[config.mk]
export PLATFORM = sky130hd
export DESIGN_NAME = irq_timer_stack
export DESIGN_NICKNAME = d
export VERILOG_FILES = /design/src/rtl/irq_pkg.sv /design/src/rtl/irq_countdown.sv /design/src/rtl/irq_state_stack.sv /design/src/rtl/irq_timer_stack.sv
export SDC_FILE = /design/constraint.sdc
export NUM_CORES = 1
export LEC_CHECK = 0
export BUFFER_PORTS_ARGS = -buffer_cell sky130_fd_sc_hd__clkbuf_2
export CELL_PAD_IN_SITES_DETAIL_PLACEMENT = 0
export CELL_PAD_IN_SITES_GLOBAL_PLACEMENT = 2
export CORE_MARGIN = 5
export CORE_UTILIZATION = 44
export CTS_BUF_LIST = sky130_fd_sc_hd__clkbuf_4
export CTS_CLUSTER_DIAMETER = 30
export DETAILED_ROUTE_END_ITERATION = 7
export PLACE_DENSITY_LB_ADDON = 0.1
export SYNTH_ARGS = -nofsm -noshare
export SYNTH_HDL_FRONTEND = slang
export SYNTH_SLANG_ARGS = --single-unit
[constraint.sdc]
create_clock -name clk -period 3.1 [get_ports clk]
set_input_delay 0.62 -clock clk [delete_from_list [all_inputs] [get_ports clk]]
set_output_delay 0.62 -clock clk [all_outputs]
set_load 0.01 [all_outputs]
[src/rtl/irq_pkg.sv]
package irq_pkg;

    typedef enum logic {
        REDIR_VEC = 1'b0,
        REDIR_RET = 1'b1
    } redir_kind_e;

endpackage

[src/rtl/irq_countdown.sv]
module irq_countdown #(
    parameter int TW = 16
) (
    input  logic          clk,
    input  logic          rst_n,
    input  logic          ld,
    input  logic [TW-1:0] ld_val,
    input  logic          ack,
    output logic [TW-1:0] count,
    output logic          pend
);

    typedef struct packed {
        logic [TW-1:0] cnt;
        logic          armed;
        logic          pend;
    } tmr_t;

    tmr_t t_d, t_q;

    always_comb begin
        t_d = t_q;
        if (ack) begin
            t_d.pend = 1'b0;
        end
        if (ld) begin
            t_d.cnt   = ld_val;
            t_d.armed = (ld_val != '0);
            t_d.pend  = 1'b0;
        end else if (t_q.cnt != '0) begin
            t_d.cnt = t_q.cnt - TW'(1);
            if (t_q.cnt == TW'(1) && t_q.armed) begin
                t_d.pend  = 1'b1;
                t_d.armed = 1'b0;
            end
        end
    end

    always_ff @(posedge clk or negedge rst_n) begin
        if (!rst_n) begin
            t_q <= '0;
        end else begin
            t_q <= t_d;
        end
    end

    assign count = t_q.cnt;
    assign pend  = t_q.pend;

endmodule

[src/rtl/irq_state_stack.sv]
module irq_state_stack #(
    parameter int PW    = 32,
    parameter int SW    = 16,
    parameter int DEPTH = 8,
    parameter int LW    = 4
) (
    input  logic          clk,
    input  logic          rst_n,
    input  logic          push,
    input  logic          pop,
    input  logic [PW-1:0] push_pc,
    input  logic [SW-1:0] push_st,
    output logic [PW-1:0] top_pc,
    output logic [SW-1:0] top_st,
    output logic [LW-1:0] level,
    output logic          full,
    output logic          empty,
    output logic          err
);

    typedef struct packed {
        logic [PW-1:0] pc;
        logic [SW-1:0] st;
    } frame_t;

    frame_t          mem_d [DEPTH];
    frame_t          mem_q [DEPTH];
    logic [LW-1:0]   ptr_d, ptr_q;
    logic            err_d, err_q;
    logic [LW-1:0]   top_idx;
    frame_t          top_f;

    assign full    = (ptr_q == LW'(DEPTH));
    assign empty   = (ptr_q == '0);
    assign top_idx = ptr_q - LW'(1);

    always_comb begin
        top_f = '0;
        for (int i = 0; i < DEPTH; i++) begin
            if (LW'(i) == top_idx) begin
                top_f = mem_q[i];
            end
        end
    end

    always_comb begin
        for (int i = 0; i < DEPTH; i++) begin
            mem_d[i] = mem_q[i];
        end
        ptr_d = ptr_q;
        err_d = err_q;
        if (pop) begin
            if (empty) begin
                err_d = 1'b1;
            end else begin
                ptr_d = ptr_q - LW'(1);
            end
        end else if (push) begin
            if (full) begin
                err_d = 1'b1;
            end else begin
                for (int i = 0; i < DEPTH; i++) begin
                    if (LW'(i) == ptr_q) begin
                        mem_d[i].pc = push_pc;
                        mem_d[i].st = push_st;
                    end
                end
                ptr_d = ptr_q + LW'(1);
            end
        end
    end

    always_ff @(posedge clk or negedge rst_n) begin
        if (!rst_n) begin
            for (int i = 0; i < DEPTH; i++) begin
                mem_q[i] <= '0;
            end
            ptr_q <= '0;
            err_q <= 1'b0;
        end else begin
            for (int i = 0; i < DEPTH; i++) begin
                mem_q[i] <= mem_d[i];
            end
            ptr_q <= ptr_d;
            err_q <= err_d;
        end
    end

    assign top_pc = top_f.pc;
    assign top_st = top_f.st;
    assign level  = ptr_q;
    assign err    = err_q;

endmodule

[src/rtl/irq_timer_stack.sv]
module irq_timer_stack
    import irq_pkg::*;
#(
    parameter int          TW     = 16,
    parameter int          PW     = 32,
    parameter int          SW     = 16,
    parameter int          DEPTH  = 8,
    parameter logic [31:0] VEC_PC = 32'h0000_0180,
    localparam int         LW     = $clog2(DEPTH + 1)
) (
    input  logic          clk,
    input  logic          rst_n,
    input  logic          tmr_wr,
    input  logic [TW-1:0] tmr_val,
    input  logic          fetch_chk,
    input  logic          spec_mode,
    input  logic [PW-1:0] cur_pc,
    input  logic [SW-1:0] cur_state,
    input  logic          rti_req,
    output logic          redir_vld,
    output logic [PW-1:0] redir_pc,
    output logic          redir_ret,
    output logic [SW-1:0] rest_state,
    output logic [TW-1:0] tmr_count,
    output logic          irq_pend,
    output logic [LW-1:0] stk_level,
    output logic          stk_err
);

    typedef struct packed {
        logic          vld;
        redir_kind_e   kind;
        logic [PW-1:0] pc;
        logic [SW-1:0] st;
    } redir_t;

    redir_t        out_d, out_q;
    logic          ent_try, ent_ok, ret_ok;
    logic          stk_full, stk_empty;
    logic [PW-1:0] top_pc;
    logic [SW-1:0] top_st;

    // return wins over entry when both fall in one cycle
    assign ent_try = fetch_chk && irq_pend && !spec_mode && !rti_req;
    assign ent_ok  = ent_try && !stk_full;
    assign ret_ok  = rti_req && !stk_empty;

    irq_countdown #(.TW(TW)) u_tmr (
        .clk    (clk),
        .rst_n  (rst_n),
        .ld     (tmr_wr),
        .ld_val (tmr_val),
        .ack    (ent_ok),
        .count  (tmr_count),
        .pend   (irq_pend)
    );

    irq_state_stack #(.PW(PW), .SW(SW), .DEPTH(DEPTH), .LW(LW)) u_stk (
        .clk     (clk),
        .rst_n   (rst_n),
        .push    (ent_try),
        .pop     (rti_req),
        .push_pc (cur_pc),
        .push_st (cur_state),
        .top_pc  (top_pc),
        .top_st  (top_st),
        .level   (stk_level),
        .full    (stk_full),
        .empty   (stk_empty),
        .err     (stk_err)
    );

    always_comb begin
        out_d     = out_q;
        out_d.vld = 1'b0;
        if (ret_ok) begin
            out_d.vld  = 1'b1;
            out_d.kind = REDIR_RET;
            out_d.pc   = top_pc;
            out_d.st   = top_st;
        end else if (ent_ok) begin
            out_d.vld  = 1'b1;
            out_d.kind = REDIR_VEC;
            out_d.pc   = PW'(VEC_PC);
        end
    end

    always_ff @(posedge clk or negedge rst_n) begin
        if (!rst_n) begin
            out_q <= '0;
        end else begin
            out_q <= out_d;
        end
    end

    assign redir_vld  = out_q.vld;
    assign redir_pc   = out_q.pc;
    assign redir_ret  = (out_q.kind == REDIR_RET);
    assign rest_state = out_q.st;

endmodule

==> out/metrics.cfg, run 1 <==
[routing]
dr.pass1.iters=8
wire_per_inst_um=24.0
ant_nets=0
finalWirelength_um=63900
vias=15668
drt_iter0_markers=1228
routed_via_density=5.89
drc=0

[setup_path]
arrival_ns=3.75
crit_type=reg -> reg
r2r-start=u_stk.level[0]
reg2regPathDepth=9
endpoint=redir_pc[2]
worstSetupStartpointType=register
end_kind=register
r2r-end=redir_pc[2]
startpoint=u_stk.level[0]
cp.required_ns=3.95
path_max_fanout=28
ff2ff_setup_slack_ns=0.20

[clock_network]
post_cts_buffers=0
htree_levels=4
clock_sinks=457
cts_made_buffers=140
path_clk_slew_ns=0.06
root_buffer=clkbuf_4
clockBufferDepth=3
cts_tree=yes
insertion_delay_ns=0.98
cts-hold-fix-buffers=68
cts_resized=0

[timing]
skew_ns=0.0326
fin_tns_setup_ns=0
slew_violations=0
hold_violations=0
rsz0062_at_grt=false
finalCritPeriodShare=0.934
fmax_mhz=345
tightest_slew_ns=1.15
setup_viol=0
maxSlewHeadroom=0.228
fin_crit_ns=2.90

[layout]
final_nets=2030
syn2layout_area_growth_pct=19.4
design_area_um2=25000
drive_gt1_frac=0.417

[synth]
synthFlopType=dfrtp_1
synth_nets=1749
syn_area_per_cell_um2=12.5
ys_seq_elements=457
synth_warnings=0
seq_area_frac_synth=0.547
synthCells=1670
synth.distinct_cells=69
postSynth.asyncResetShare=1.00
synth_edf_count=0
synthesis.area_um2=20900

[pwr]
power_density_nw_per_um2=740
peakVddDrop_mv=0.510
power.leakage_nw=12.2

[global_routing]
grt.overflow.total=0
grt_pass1_vias=16712
grtUsageTotal=0.248
antenna_found_initial=3
grt_pass1_wl_um=101000
grt_max_degree=73

[die]
dieWidth_um=228
core-area_um2=47300
rows=80
ios=142
die_h_um=228
initial_core_util=0.442
die_area_um2=52000

[run]
max_cap_viol_count=0

[placed_design]
place_area_um2=22600
portBuffers=141
dp_hpwl_um=38400
gp_congestion=0.773

[min_path]
hold_class=in -> reg

[status]
status=finished clean

-- placed cells by master (no fill, tap or decap), drive strengths merged, types with 7 or more instances in the layout --
| cell | n |
|---|---|
| a2111oi | 11 |
| a21oi | 31 |
| a221o | 16 |
| a221oi | 70 |
| a222oi | 29 |
| a22oi | 8 |
| and2 | 16 |
| buf | 78 |
| clkbuf | 334 |
| clkinv | 22 |
| dfrtp | 457 |
| diode | 8 |
| dlygate4sd3 | 68 |
| ha | 9 |
| inv | 28 |
| mux2 | 377 |
| nand2 | 92 |
| nand3 | 18 |
| nand3b | 9 |
| nor2 | 89 |
| nor3 | 46 |
| nor4 | 7 |
| o21ai | 32 |
| o221ai | 9 |
| o22ai | 16 |
| o31ai | 47 |
| o41ai | 29 |
| xor2 | 8 |
-- registers in the layout, indices dropped and copies added (netlist names) --
register     flops
u_tmr.count     16
u_stk.mem_q    384
redir_pc        32
rest_state      16
u_stk.level      4
u_tmr.pend       1
u_tmr.t_q        1
redir_vld        1
u_stk.err        1
redir_ret        1
-- report_power, final --
part | internal (mW) | leakage, nW | total, mW | switching [mW]
sequential | 6.35 | 6.25 | 6.71 | 0.366
combinational | 1.96 | 4.89 | 5.88 | 3.92
clock | 3.27 | 1.03 | 5.89 | 2.62
-- synthesized netlist by cell type, types with 8 or more instances --
cell	instances	area share
dfrtp_1	457	0.55
mux2_2	377	0.20
nand2_1	92	0.017
nor2_1	88	0.016
clkbuf_1	75	0.013
a221oi_1	70	0.029
buf_2	48	0.011
o31ai_1	46	0.017
nor3_1	45	0.011
a21oi_1	31	0.0074
a222oi_1	29	0.014
o21ai_0	29	0.0069
inv_1	20	0.0036
nand3_1	18	0.0043
buf_4	17	0.0061
o41ai_1	17	0.0071
a221o_1	16	0.0077
and2_1	16	0.0048
o22ai_1	16	0.0048
o41ai_2	12	0.0093
a2111oi_0	11	0.0046
ha_1	9	0.0054
nand3b_1	9	0.0032
a22oi_1	8	0.0029
o221ai_1	8	0.0033
xor2_1	8	0.0033
-- worst min-delay path by stage --
stage / from / endpoint / slack [ns] / cells past startpoint
floorplan: rst_n / redir_pc[0] / 0.32 / 0
global placement: u_stk.err / u_stk.err / 0.47 / 1
detailed placement: u_stk.err / u_stk.err / 0.47 / 1
CTS: rti_req / u_stk.err / 0.04 / 4
global route: rti_req / u_stk.err / 0.13 / 4
finish: rti_req / u_stk.err / 0.15 / 4
-- worst max-delay path, cell delays in order, from the launching register on --
cell,delay [ns]
dfrtp_1,0.38
inv_1,0.18
ha_1,0.38
buf_4,0.23
nand2b_1,0.12
o21a_1,0.32
o31ai_4,0.22
buf_4,0.46
a221oi_1,0.17
o41ai_1,0.30
-- logic make-up after synthesis --
group | synth area share
compound gates | 0.130
xor+xnor | 0.00586
fa+ha+maj | 0.00538
buf+inv | 0.0370
flops | 0.547
mux | 0.204
simple gates | 0.0714
-- stage by stage --
stage	hold WS, ns	utilization	std cells	worst slack (ns)	total power [mW]
final	0.154	0.528	2661	0.203	18.5
after global routing	0.134	0.528	2660	0.0237	19.5
after CTS	0.0445	0.527	2653	0.234	18.7
after detailed placement	0.466	0.476	2356	0.264	12.6
after global placement	0.467	0.476	2356	0.317	12.5
after floorplan	0.324	-	1670	0.637	10.0
-- layout make-up --
class,instances,area [µm²]
fill,4229,22400
sequential,457,11400
multi-input combinational,1044,8810
timing repair buffer,286,2140
clock buffer,194,1460
tap,615,769
clock inverter,35,274
inverter,22,82.6
antenna,8,20.0
-- layer usage --
metal  GRT usage  routed length [µm]
met1       0.339               28700
met2       0.391               30300
met3      0.0578                3550
met4      0.0851                1360
met5           0                  11
Power figures use the tool's default switching activity.
==> run 2, diff against run 1 <==
Settings changed: CORE_ASPECT_RATIO set to 0.7.
==> run 2 against run 1 <==
Sequential power is 0.6% lower; total power is 3.1% lower; non-clock buffer count is 53 lower; register-to-register slack worse by 0.07 ns; highest routed layer is now met4; final area is 2.7% lower; setup slack worse by 0.074 ns; critical path type unchanged.
==> out/metrics.cfg, run 2 (synthesized netlist as in run 1, its figures left out) <==
[layout]
largest_register=u_stk.mem_q
fillCellCount=4185  ; -1.0%
final_common_cell=dfrtp_1
syn2layout_area_growth_pct=16.2
final_cell_mix=457 x dfrtp_1, 377 x mux2_2, 169 x clkbuf_4, 140 x clkbuf_2, 89 x nand2_1
drive_gt1_frac=0.417  ; +0.000718
fin_cells=2580  ; -3.0%
final_nets=1957  ; -3.6%
largest_reg_flops=384  ; unchanged

[timing]
skew_ns=0.0703  ; +0.0378 ns
fin_crit_ns=2.97  ; +0.0745 ns
rsz0062_at_grt=false
fmax_mhz=337  ; -2.5%
tightest_slew_ns=1.23  ; +0.0822 ns
slew_violations=0  ; unchanged
hold_violations=0  ; unchanged
maxSlewHeadroom=0.179  ; -0.0486
fin_tns_setup_ns=0  ; unchanged
setup_viol=0  ; unchanged
finalCritPeriodShare=0.959  ; +0.0240

[setup_path]
crit_type=reg -> reg
slowest_delay_ns=0.99  ; +0.53 ns
startpoint=u_stk.level[1]
r2r-end=redir_pc[15]
ff2ff_setup_slack_ns=0.13  ; -0.07 ns
reg2regPathDepth=8  ; -1
arrival_ns=3.67  ; -0.08 ns
worstSetupStartpointType=register
r2r-start=u_stk.level[1]
end_kind=register
worstPathCellList=inv_1 > ha_1 > buf_4 > and3b_1 > nand2_1 > nor2_4 > a222oi_1 > o41ai_1
path_max_fanout=30  ; +7.1%
cp.required_ns=3.80  ; -0.15 ns
crit_slowest_cell=nor2_4

[routing]
drc=0  ; unchanged
vias=15262  ; -2.6%
wire_per_inst_um=24.4  ; +1.6%
ant_nets=0  ; unchanged
finalWirelength_um=62900  ; -1.5%
drt_iter0_markers=1114  ; -9.3%
routed_via_density=5.92  ; +0.47%
dr.pass1.iters=8  ; unchanged

[clock_network]
clockBufferDepth=3  ; unchanged
path_clk_slew_ns=0.06  ; about the same
insertion_delay_ns=0.87  ; -0.11 ns
cts_tree=yes
clock_sinks=457  ; unchanged
cts_made_buffers=120  ; -14%
post_cts_buffers=0  ; unchanged
htree_levels=3  ; -1
root_buffer=clkbuf_4
cts-hold-fix-buffers=17  ; -75%
cts_resized=0  ; unchanged

[global_routing]
use_met3=0.0523  ; -0.00550
grt_pass1_vias=16075  ; -3.8%
grt.overflow.total=0  ; unchanged
use_met2=0.374  ; -0.0170
grtUsageTotal=0.243  ; -0.00442
antenna_found_initial=3  ; unchanged
grt_pass1_wl_um=98500  ; -2.1%
top_usage_layer=met2
grt_max_degree=82  ; +12%
met1_usage=0.352  ; +0.0130

[pwr]
power.leakage_nw=11.8  ; -2.6%
p_sw_mw=6.78  ; -1.8%
power_density_nw_per_um2=737  ; -0.40%
seqPwrFrac=0.372  ; +0.009
p_clk_frac=0.293  ; -0.025
peakVddDrop_mv=0.483  ; -5.2%
combPwrFrac=0.335  ; +0.017
p_int_mw=11.1  ; -3.8%
power.share.switching=0.379  ; +0.00492

[die]
core-area_um2=46700  ; -1.3%
initial_core_util=0.448  ; +0.00572
die_h_um=192  ; -16%
die_area_um2=52100  ; +0.13%
rows=66  ; -18%
dieWidth_um=271  ; +19%
ios=142  ; unchanged

[min_path]
hold_end=u_tmr.count[9]
hp-start=tmr_val[9]
hold_class=in -> reg
holdPathStages=3  ; -1

[run]
max_cap_viol_count=0  ; unchanged

[placed_design]
gp_congestion=0.795  ; +2.8%
dpl.cell_count=2351  ; -0.21%
dp_hpwl_um=38000  ; -1.1%
portBuffers=141  ; unchanged

[status]
status=finished clean

-- run 2: how the worst max path moves through the flow --
| stage | endpoint | slack, ns | cells after the start |
|---|---|---|---|
| global route | redir_pc[15] | 0.007 | 8 |
| floorplan | u_stk.mem_q[336] | 0.64 | 7 |
| finish | redir_pc[15] | 0.13 | 8 |
| detailed placement | redir_pc[1] | 0.19 | 8 |
| CTS | redir_pc[15] | 0.19 | 8 |
| global placement | rest_state[12] | 0.38 | 8 |
-- run 2: power by group through the flow --
| stage | combinational (mW) | sequential, mW | clock (mW) |
|---|---|---|---|
| 4_1_cts | 6.00 | 6.67 | 5.44 |
| 3_5_place_dp | 5.97 | 6.78 | 0 |
| 3_3_place_gp | 5.93 | 6.77 | 0 |
| 5_1_grt | 6.46 | 6.71 | 5.77 |
| 6_report | 6.00 | 6.67 | 5.24 |
| 2_1_floorplan | 3.19 | 6.82 | 0 |
-- run 2: routing by layer --
metal | wire length [µm] | vias up
met5 | 0 | -
met4 | 992 | 0
met3 | 3550 | 77
met2 | 28400 | 471
met1 | 30000 | 7917
li1 | - | 6797
-- run 2: worst max-delay path, delay by kind of cell (launching register included) --
family                     cells  cell delay [ns]
adders and majority gates      1             0.16
DFF                            1             0.38
buffers and inverters          2             0.32
AOI/OAI and AO/OA              2             0.33
and+or+nand+nor                3             1.63
-- run 2: layout make-up --
class | instances | area (µm²) | share of cell area
Timing Repair Buffer | 233 | 1700 | 0.0699
Clock buffer | 169 | 1270 | 0.0522
Inverter | 22 | 82.6 | 0.00340
Sequential cell | 457 | 11400 | 0.470
Multi-Input combinational cell | 1044 | 8810 | 0.362
Tap cell | 612 | 766 | 0.0315
Clock inverter | 40 | 241 | 0.00993
Antenna cell | 3 | 7.51 | 0.000309
-- run 2: through the flow --
stage	power, mW	util	worst slack [ns]	hold WS [ns]	area [µm²]
6_report	17.9	0.520	0.129	0.0987	24300
5_1_grt	18.9	0.520	0.00693	0.0255	24300
4_1_cts	18.1	0.520	0.188	0.000739	24300
3_5_place_dp	12.8	0.484	0.192	0.465	22600
3_3_place_gp	12.7	0.484	0.382	0.464	22600
2_1_floorplan	10.0	-	0.637	0.324	20900
